--- src/rtl/rbw_pkg.sv ---
package rbw_pkg;

    localparam int REG_DW  = 32;
    localparam int SEL_LSB = 2;

    typedef enum logic [1:0] {
        OP_IDLE  = 2'd0,
        OP_FETCH = 2'd1,
        OP_FILL  = 2'd2,
        OP_MOVE  = 2'd3
    } op_e;

    localparam logic [2:0] AM_RECT = 3'd1;

    typedef enum logic [1:0] {
        SEL_MODE   = 2'd0,
        SEL_ORIGIN = 2'd1,
        SEL_LIMIT  = 2'd2,
        SEL_NONE   = 2'd3
    } sel_e;

    typedef struct packed {
        op_e        op;
        logic [2:0] amode;
        logic       host_src;
    } mode_t;

    function automatic logic mode_is_fill(input mode_t m);
        return (m.op == OP_FILL) && (m.amode == AM_RECT) && m.host_src;
    endfunction

endpackage

--- src/rtl/rbw_regs.sv ---
module rbw_regs
    import rbw_pkg::*;
#(
    parameter int COORD_W = 16,
    parameter int REG_AW  = 12,
    parameter int GO_BIT  = 11
) (
    input  logic               clk,
    input  logic               rst,
    input  logic               busy,
    input  logic               reg_wr,
    input  logic [REG_AW-1:0]  reg_addr,
    input  logic [REG_DW-1:0]  reg_wdata,
    output logic               launch,
    output logic [COORD_W-1:0] init_x,
    output logic [COORD_W-1:0] init_y,
    output logic [COORD_W-1:0] org_x,
    output logic [COORD_W-1:0] lim_x,
    output logic [COORD_W-1:0] lim_y
);
    localparam int HALF = REG_DW / 2;

    mode_t              mode_q, mode_n;
    logic [COORD_W-1:0] ox_q, oy_q, lx_q, ly_q;
    logic [COORD_W-1:0] ox_n, oy_n, lx_n, ly_n;
    logic               wr_ok, go_hit;
    sel_e               sel;
    mode_t              wd_mode;
    logic [COORD_W-1:0] wd_x, wd_y;
    logic               unused_bits;

    assign wr_ok   = reg_wr && !busy;
    assign go_hit  = reg_addr[GO_BIT];
    assign sel     = sel_e'(reg_addr[SEL_LSB +: 2]);
    assign wd_mode = '{op: op_e'(reg_wdata[1:0]), amode: reg_wdata[4:2], host_src: reg_wdata[6]};
    assign wd_x    = reg_wdata[HALF +: COORD_W];
    assign wd_y    = reg_wdata[0 +: COORD_W];
    assign unused_bits = ^{reg_addr, reg_wdata};

    always_comb begin
        mode_n = mode_q;
        ox_n   = ox_q;
        oy_n   = oy_q;
        lx_n   = lx_q;
        ly_n   = ly_q;
        if (wr_ok) begin
            case (sel)
                SEL_MODE:   mode_n = wd_mode;
                SEL_ORIGIN: begin ox_n = wd_x; oy_n = wd_y; end
                SEL_LIMIT:  begin lx_n = wd_x; ly_n = wd_y; end
                default:    ;
            endcase
        end
    end

    assign launch = wr_ok && go_hit && mode_is_fill(mode_n)
                    && (lx_n >= ox_n) && (ly_n >= oy_n);

    always_ff @(posedge clk) begin
        if (rst) begin
            mode_q <= '{op: OP_IDLE, amode: 3'd0, host_src: 1'b0};
            ox_q   <= '0;
            oy_q   <= '0;
            lx_q   <= '0;
            ly_q   <= '0;
        end else begin
            mode_q <= mode_n;
            ox_q   <= ox_n;
            oy_q   <= oy_n;
            lx_q   <= lx_n;
            ly_q   <= ly_n;
        end
    end

    assign init_x = ox_n;
    assign init_y = oy_n;
    assign org_x  = ox_q;
    assign lim_x  = lx_q;
    assign lim_y  = ly_q;
endmodule

--- src/rtl/rbw_walker.sv ---
module rbw_walker #(
    parameter int COORD_W = 16
) (
    input  logic               clk,
    input  logic               rst,
    input  logic               launch,
    input  logic [COORD_W-1:0] init_x,
    input  logic [COORD_W-1:0] init_y,
    input  logic [COORD_W-1:0] org_x,
    input  logic [COORD_W-1:0] lim_x,
    input  logic [COORD_W-1:0] lim_y,
    input  logic               step,
    output logic               active,
    output logic [COORD_W-1:0] cur_x,
    output logic [COORD_W-1:0] cur_y
);
    logic row_end, col_end;

    assign row_end = (cur_x == lim_x);
    assign col_end = (cur_y == lim_y);

    always_ff @(posedge clk) begin
        if (rst) begin
            active <= 1'b0;
            cur_x  <= '0;
            cur_y  <= '0;
        end else if (launch) begin
            active <= 1'b1;
            cur_x  <= init_x;
            cur_y  <= init_y;
        end else if (step && active) begin
            if (row_end) begin
                cur_x <= org_x;
                if (col_end) active <= 1'b0;
                else         cur_y  <= cur_y + COORD_W'(1);
            end else begin
                cur_x <= cur_x + COORD_W'(1);
            end
        end
    end
endmodule

--- src/rtl/rbw_fbout.sv ---
module rbw_fbout #(
    parameter int COORD_W = 16,
    parameter int PIX_W   = 32,
    parameter int RGB_W   = 24
) (
    input  logic               clk,
    input  logic               rst,
    input  logic               load,
    input  logic [COORD_W-1:0] in_x,
    input  logic [COORD_W-1:0] in_y,
    input  logic [PIX_W-1:0]   in_pix,
    input  logic               fb_stall,
    output logic               fb_we,
    output logic [COORD_W-1:0] fb_x,
    output logic [COORD_W-1:0] fb_y,
    output logic [RGB_W-1:0]   fb_data,
    output logic               hold
);
    logic unused_pad;

    assign hold       = fb_we && fb_stall;
    assign unused_pad = ^in_pix;

    always_ff @(posedge clk) begin
        if (rst) begin
            fb_we   <= 1'b0;
            fb_x    <= '0;
            fb_y    <= '0;
            fb_data <= '0;
        end else if (!hold) begin
            fb_we <= load;
            if (load) begin
                fb_x    <= in_x;
                fb_y    <= in_y;
                fb_data <= in_pix[RGB_W-1:0];
            end
        end
    end
endmodule

--- src/rtl/rect_host_blit.sv ---
module rect_host_blit
    import rbw_pkg::*;
#(
    parameter int COORD_W = 16,
    parameter int PIX_W   = 32,
    parameter int RGB_W   = 24,
    parameter int REG_AW  = 12,
    parameter int GO_BIT  = 11
) (
    input  logic               clk,
    input  logic               rst,
    input  logic               reg_wr,
    input  logic [REG_AW-1:0]  reg_addr,
    input  logic [31:0]        reg_wdata,
    output logic               busy,
    input  logic               pix_valid,
    input  logic [PIX_W-1:0]   pix_data,
    output logic               pix_ready,
    output logic               fb_we,
    output logic [COORD_W-1:0] fb_x,
    output logic [COORD_W-1:0] fb_y,
    output logic [RGB_W-1:0]   fb_data,
    input  logic               fb_stall
);
    logic               launch, active, hold, accept;
    logic [COORD_W-1:0] init_x, init_y, org_x, lim_x, lim_y, cur_x, cur_y;

    assign busy      = active || fb_we;
    assign pix_ready = active && !hold;
    assign accept    = pix_valid && pix_ready;

    rbw_regs #(.COORD_W(COORD_W), .REG_AW(REG_AW), .GO_BIT(GO_BIT)) i_regs (
        .clk(clk), .rst(rst), .busy(busy), .reg_wr(reg_wr), .reg_addr(reg_addr),
        .reg_wdata(reg_wdata), .launch(launch), .init_x(init_x), .init_y(init_y),
        .org_x(org_x), .lim_x(lim_x), .lim_y(lim_y)
    );

    rbw_walker #(.COORD_W(COORD_W)) i_walker (
        .clk(clk), .rst(rst), .launch(launch), .init_x(init_x), .init_y(init_y),
        .org_x(org_x), .lim_x(lim_x), .lim_y(lim_y), .step(accept),
        .active(active), .cur_x(cur_x), .cur_y(cur_y)
    );

    rbw_fbout #(.COORD_W(COORD_W), .PIX_W(PIX_W), .RGB_W(RGB_W)) i_fbout (
        .clk(clk), .rst(rst), .load(accept), .in_x(cur_x), .in_y(cur_y),
        .in_pix(pix_data), .fb_stall(fb_stall), .fb_we(fb_we), .fb_x(fb_x),
        .fb_y(fb_y), .fb_data(fb_data), .hold(hold)
    );
endmodule

--- config.mk ---
export PLATFORM = sky130hd
export DESIGN_NAME = rect_host_blit
export DESIGN_NICKNAME = d
export VERILOG_FILES = /design/src/rtl/rbw_pkg.sv /design/src/rtl/rbw_regs.sv /design/src/rtl/rbw_walker.sv /design/src/rtl/rbw_fbout.sv /design/src/rtl/rect_host_blit.sv
export SDC_FILE = /design/constraint.sdc
export NUM_CORES = 1
export LEC_CHECK = 0
export BUFFER_PORTS_ARGS = -buffer_cell sky130_fd_sc_hd__buf_4
export CORE_MARGIN = 10
export CORE_UTILIZATION = 35
export DETAILED_ROUTE_END_ITERATION = 10
export PLACE_DENSITY = 0.67
export SYNTH_ARGS = -nofsm -noshare
export SYNTH_HDL_FRONTEND = slang
export SYNTH_SLANG_ARGS = --single-unit
export TNS_END_PERCENT = 1
--- constraint.sdc ---
create_clock -name clk -period 5 [get_ports clk]
set_clock_uncertainty 0.15 [all_clocks]
set_input_delay 1.5 -clock clk [delete_from_list [all_inputs] [get_ports clk]]
set_output_delay 1.5 -clock clk [all_outputs]
set_load 0.005 [all_outputs]
==> Flow_metrics.wiki <==
{| class="wikitable"
! Metric !! Value
|-
| Number of antenna violations at the first check in global routing || 0
|-
| Growth of design area from synthesis to finish || 26.5%
|-
| Maximum number of pins on one net before global-route repair || 84
|-
| Post-Route WL || 20700 um
|-
| Commonest cells after routing, fill and taps aside || buf_4 (169), dfxtp_1 (160), nand2_1 (136)
|-
| Layout cell share with drive strength beyond 1 || 0.253
|-
| Worst endpoint required time || 5.19 ns
|-
| Net switching power || about 0.0007 W
|-
| Placer's final routability congestion estimate || ~0.80
|-
| Fin Hold WS || 0.302 ns
|-
| Compound-gate portion of the synthesized area || 0.120
|-
| Global-route usage over all layers || 0.144
|-
| Crit share post-route || 0.922
|-
| Number of nets produced by synthesis || a little under 1000
|-
| Worst Setup Path Type || in2reg
|-
| DP Worst Slack || a little under 0.006 ns
|-
| Status || complete, no violations
|-
| Wire length of the first global-routing pass || 33700 um
|-
| Arrival time of the worst setup path || roughly 4.8 ns
|-
| Simple-gate area share of the yosys netlist || 0.205
|-
| Dominant combinational cell family by area after synthesis || simple AND/OR/NAND/NOR gates
|-
| Max-cap check violation count || 0
|-
| Seq cells post-synth || 160
|-
| Count of flip-flops with a built-in enable after synthesis || 0
|-
| Post-CTS resize count || 0
|-
| TritonCTS clock tree || built
|-
| Pins Over Slew Limit || 0
|-
| Clk Tree Root Cell || clkbuf_16
|-
| Post-layout worst setup margin || 0.388 ns
|-
| Top layer used by detailed routing || met4
|-
| Worst-path fanout max || 20
|-
| # DRC || 0
|-
| Number of nets in the final layout || roughly 1100
|-
| Slew margin rel. || 0.292
|-
| Multiplexer share of the synthesized area || 0.102
|-
| Yosys warnings || 0
|-
| Number of global-route vias before repair || ~6200
|-
| Inserted Clock Buffers || 17
|-
| Hold Path Stages || 2
|-
| Type of destination of the critical path || flop
|-
| DR iter-0 viols || 540
|-
| Mean instance size in the synthesized netlist || 8.96 um^2
|-
| Number of nets with antenna violations after detailed routing || 0
|-
| Top Ports || 140
|-
| Number of standard cells after synthesis || around 860
|-
| Die area || between 20000 and 30000 um^2
|-
| Internal power component || between 0.002 and 0.0025 W
|-
| Combinational share of power || 0.106
|-
| Synth Cell Area || around 7700 um^2
|-
| Post-CTS clock slew at the launch and capture registers of the worst setup and hold paths || ~0.06 ns
|-
| Hold Crit Class || reg2reg
|-
| Number of iterations in the first detailed-routing pass || 5
|-
| Number of port buffers || 122
|-
| Commonest non-fill, non-tap cell in the layout || buf_4
|-
| Routed wire length on met2 || between 8000 and 9000 um
|-
| Number of core rows || 54
|-
| Synth Area in XOR/XNOR || 0.0658
|-
| RSZ-0062 raised after global routing || no
|-
| Switching Fraction || 0.236
|-
| CTS max path bufs || 2
|-
| Leakage power figure || between 4 and 5 nW
|-
| Sequential cell area in the final layout || 3200 um^2
|-
| Total number of vias || roughly 6400
|-
| Initial core utilization || 0.355
|-
| Total gr overflow || 0
|-
| Final hold vios || 0
|-
| Launching element type of the critical path || input pin
|-
| Setup TNS || 0 ns
|-
| Multi-input gate area || about 4200 um^2
|-
| Die boundary height || approximately 170 um
|-
| Largest vdd supply drop || between 0.15 and 0.2 mV
|-
| Sequential fraction of design power || 0.446
|-
| Synthesized-area fraction occupied by adder cells || 0.0551
|-
| Final HPWL DP || 15300 um
|-
| Count of different cell masters after synthesis || 52
|-
| Number of H-tree levels || 4
|-
| Routed met3 length || between 1000 and 1500 um
|-
| Core box area || around 22000 um^2
|-
| Worst setup slack for register-to-register paths || 1.16 ns
|-
| Clock insertion delay at the later pin of the skew report || 0.42 ns
|-
| Ys async rst share || 0
|-
| Hold-fix buffer count after cts || 0
|-
| Fraction of power consumed by the clock network || 0.447
|-
| Slew at the pin with the worst max-slew slack || 1.05 ns
|-
| Fin crit period || ~4.6 ns
|-
| TritonCTS Sinks || 160
|-
| Most used flip-flop cell after synthesis || dfxtp_1
|-
| Total of endpoints with negative setup slack in the final report || 0
|-
| Pwr/cell area || 300 nW/um^2
|-
| FF-to-FF path depth || 14
|-
| Post-CTS Setup Repair Bufs || 0
|-
| Via count normalized by instance count || between 4 and 5
|-
| Number of filler cells placed in the layout || roughly 2100
|-
| Die X-Extent || around 170 um
|-
| Max Freq || 217 MHz
|-
| Routed metal-1 wirelength || roughly 10000 um
|-
| Sequential element share of the synthesized area || 0.415
|-
| Routed length per placed instance || around 16 um
|-
| Diodes inserted || 0
|}
==> synthesized netlist by cell type, types with 2 or more instances <==
library cell / count / area (um^2)
xor2_1: 36 / 315
o22a_1: 10 / 87.6
ha_1: 34 / 425
nor2b_1: 34 / 213
nor3_4: 2 / 32.5
nand2_1: 137 / 514
a211oi_2: 8 / 100
nand4_1: 17 / 106
nor3_1: 4 / 20.0
and3_1: 8 / 50.1
nand2b_1: 7 / 43.8
mux2i_1: 43 / 430
a211oi_1: 4 / 30.0
buf_1: 4 / 15.0
nand3_1: 32 / 160
nor4_1: 13 / 81.3
xnor2_1: 22 / 193
and2_1: 4 / 25.0
clkbuf_1: 47 / 176
buf_2: 7 / 35.0
a211o_1: 2 / 17.5
dfxtp_1: 160 / 3200
o21ai_0: 11 / 55.1
a31oi_1: 6 / 37.5
and4_1: 2 / 17.5
a21oi_1: 79 / 395
a21o_1: 6 / 45.0
nor2_1: 54 / 203
o211ai_1: 9 / 67.6
nor4b_1: 2 / 17.5
o21a_1: 2 / 15.0
inv_1: 4 / 15.0
mux2_2: 32 / 360
==> critical path, cell delays in order <==
cell	delay [ns]
buf_4	0.07
or3b_4	0.41
inv_1	0.09
nand3b_1	0.08
buf_4	0.19
mux2i_1	0.29
ha_1	0.30
and2_1	0.15
a221oi_1	0.24
o21ai_0	0.13
or4_1	0.64
and3_4	0.22
buf_12	0.15
a21o_1	0.19
a21oi_1	0.13
==> sequential cells by signal, indices dropped and copies added (netlist names) <==
signal and cells:
i_fbout.fb_data 24, i_fbout.fb_x 16, i_fbout.fb_y 16, i_regs.lim_x 16
i_regs.lim_y 16, i_regs.org_x 16, i_regs.oy_q 16, i_walker.cur_x 16
i_walker.cur_y 16, i_regs.mode_q 6, i_fbout.fb_we 1, i_walker.active 1
==> area by class of cell <==
type                            count  area share
Timing Repair Buffer              174       0.140
Clock buffer                       20      0.0458
Inverter                            4     0.00154
Tap cell                          280      0.0359
Sequential cell                   160       0.328
Multi-Input combinational cell    636       0.434
Clock inverter                     11      0.0144
==> power by group through the flow <==
stage	Combinational [W]	Clock (W)	Sequential, W
detailed placement	0.000310	0	0.00133
global placement	0.000307	0	0.00133
floorplan	0.000185	0	0.00133
CTS	0.000312	0.00134	0.00131
global route	0.000346	0.00139	0.00131
finish	0.000311	0.00131	0.00131
==> metal layers <==
metal / vias up / GRT usage
met1: 2921 / 0.204
met5: - / 0
met3: 18 / 0.0373
met4: 0 / 0.0428
li1: 3260 / -
met2: 181 / 0.210
==> cells by family (layout without fill, tap and decap cells) <==
group / count (synthesis) / in the layout
xor gates and xnor gates: 58 / 58
buffers and inverters: 65 / 209
and+or+nand+nor: 325 / 325
DFF: 160 / 160
muxes: 75 / 75
adders and majority gates: 34 / 34
AOI/OAI and AO/OA: 144 / 144
==> final timing paths <==
| kind | startpoint | endpoint |
|---|---|---|
| worst max-delay path | reg_wr | i_walker.cur_y[4]$_SDFFE_PP0P_ |
| worst min-delay path | i_fbout.fb_x[0]$_SDFFE_PP0P_ | i_fbout.fb_x[0]$_SDFFE_PP0P_ |
| worst max register to register | i_walker.active$_SDFFE_PP0P_ | i_walker.cur_y[4]$_SDFFE_PP0P_ |
| worst min register to register | i_fbout.fb_x[0]$_SDFFE_PP0P_ | i_fbout.fb_x[0]$_SDFFE_PP0P_ |
==> metrics by stage <==
stage               instances  utilization  power (W)  area (um^2)
finish                   1285        0.449    0.00293         9760
global route             1285        0.449    0.00304         9760
CTS                      1285        0.449    0.00296         9760
detailed placement       1254        0.422    0.00164         9180
global placement         1254        0.422    0.00164         9180
floorplan                 861            -    0.00151         7720
Note: power is estimated with default switching activity, not from simulation.
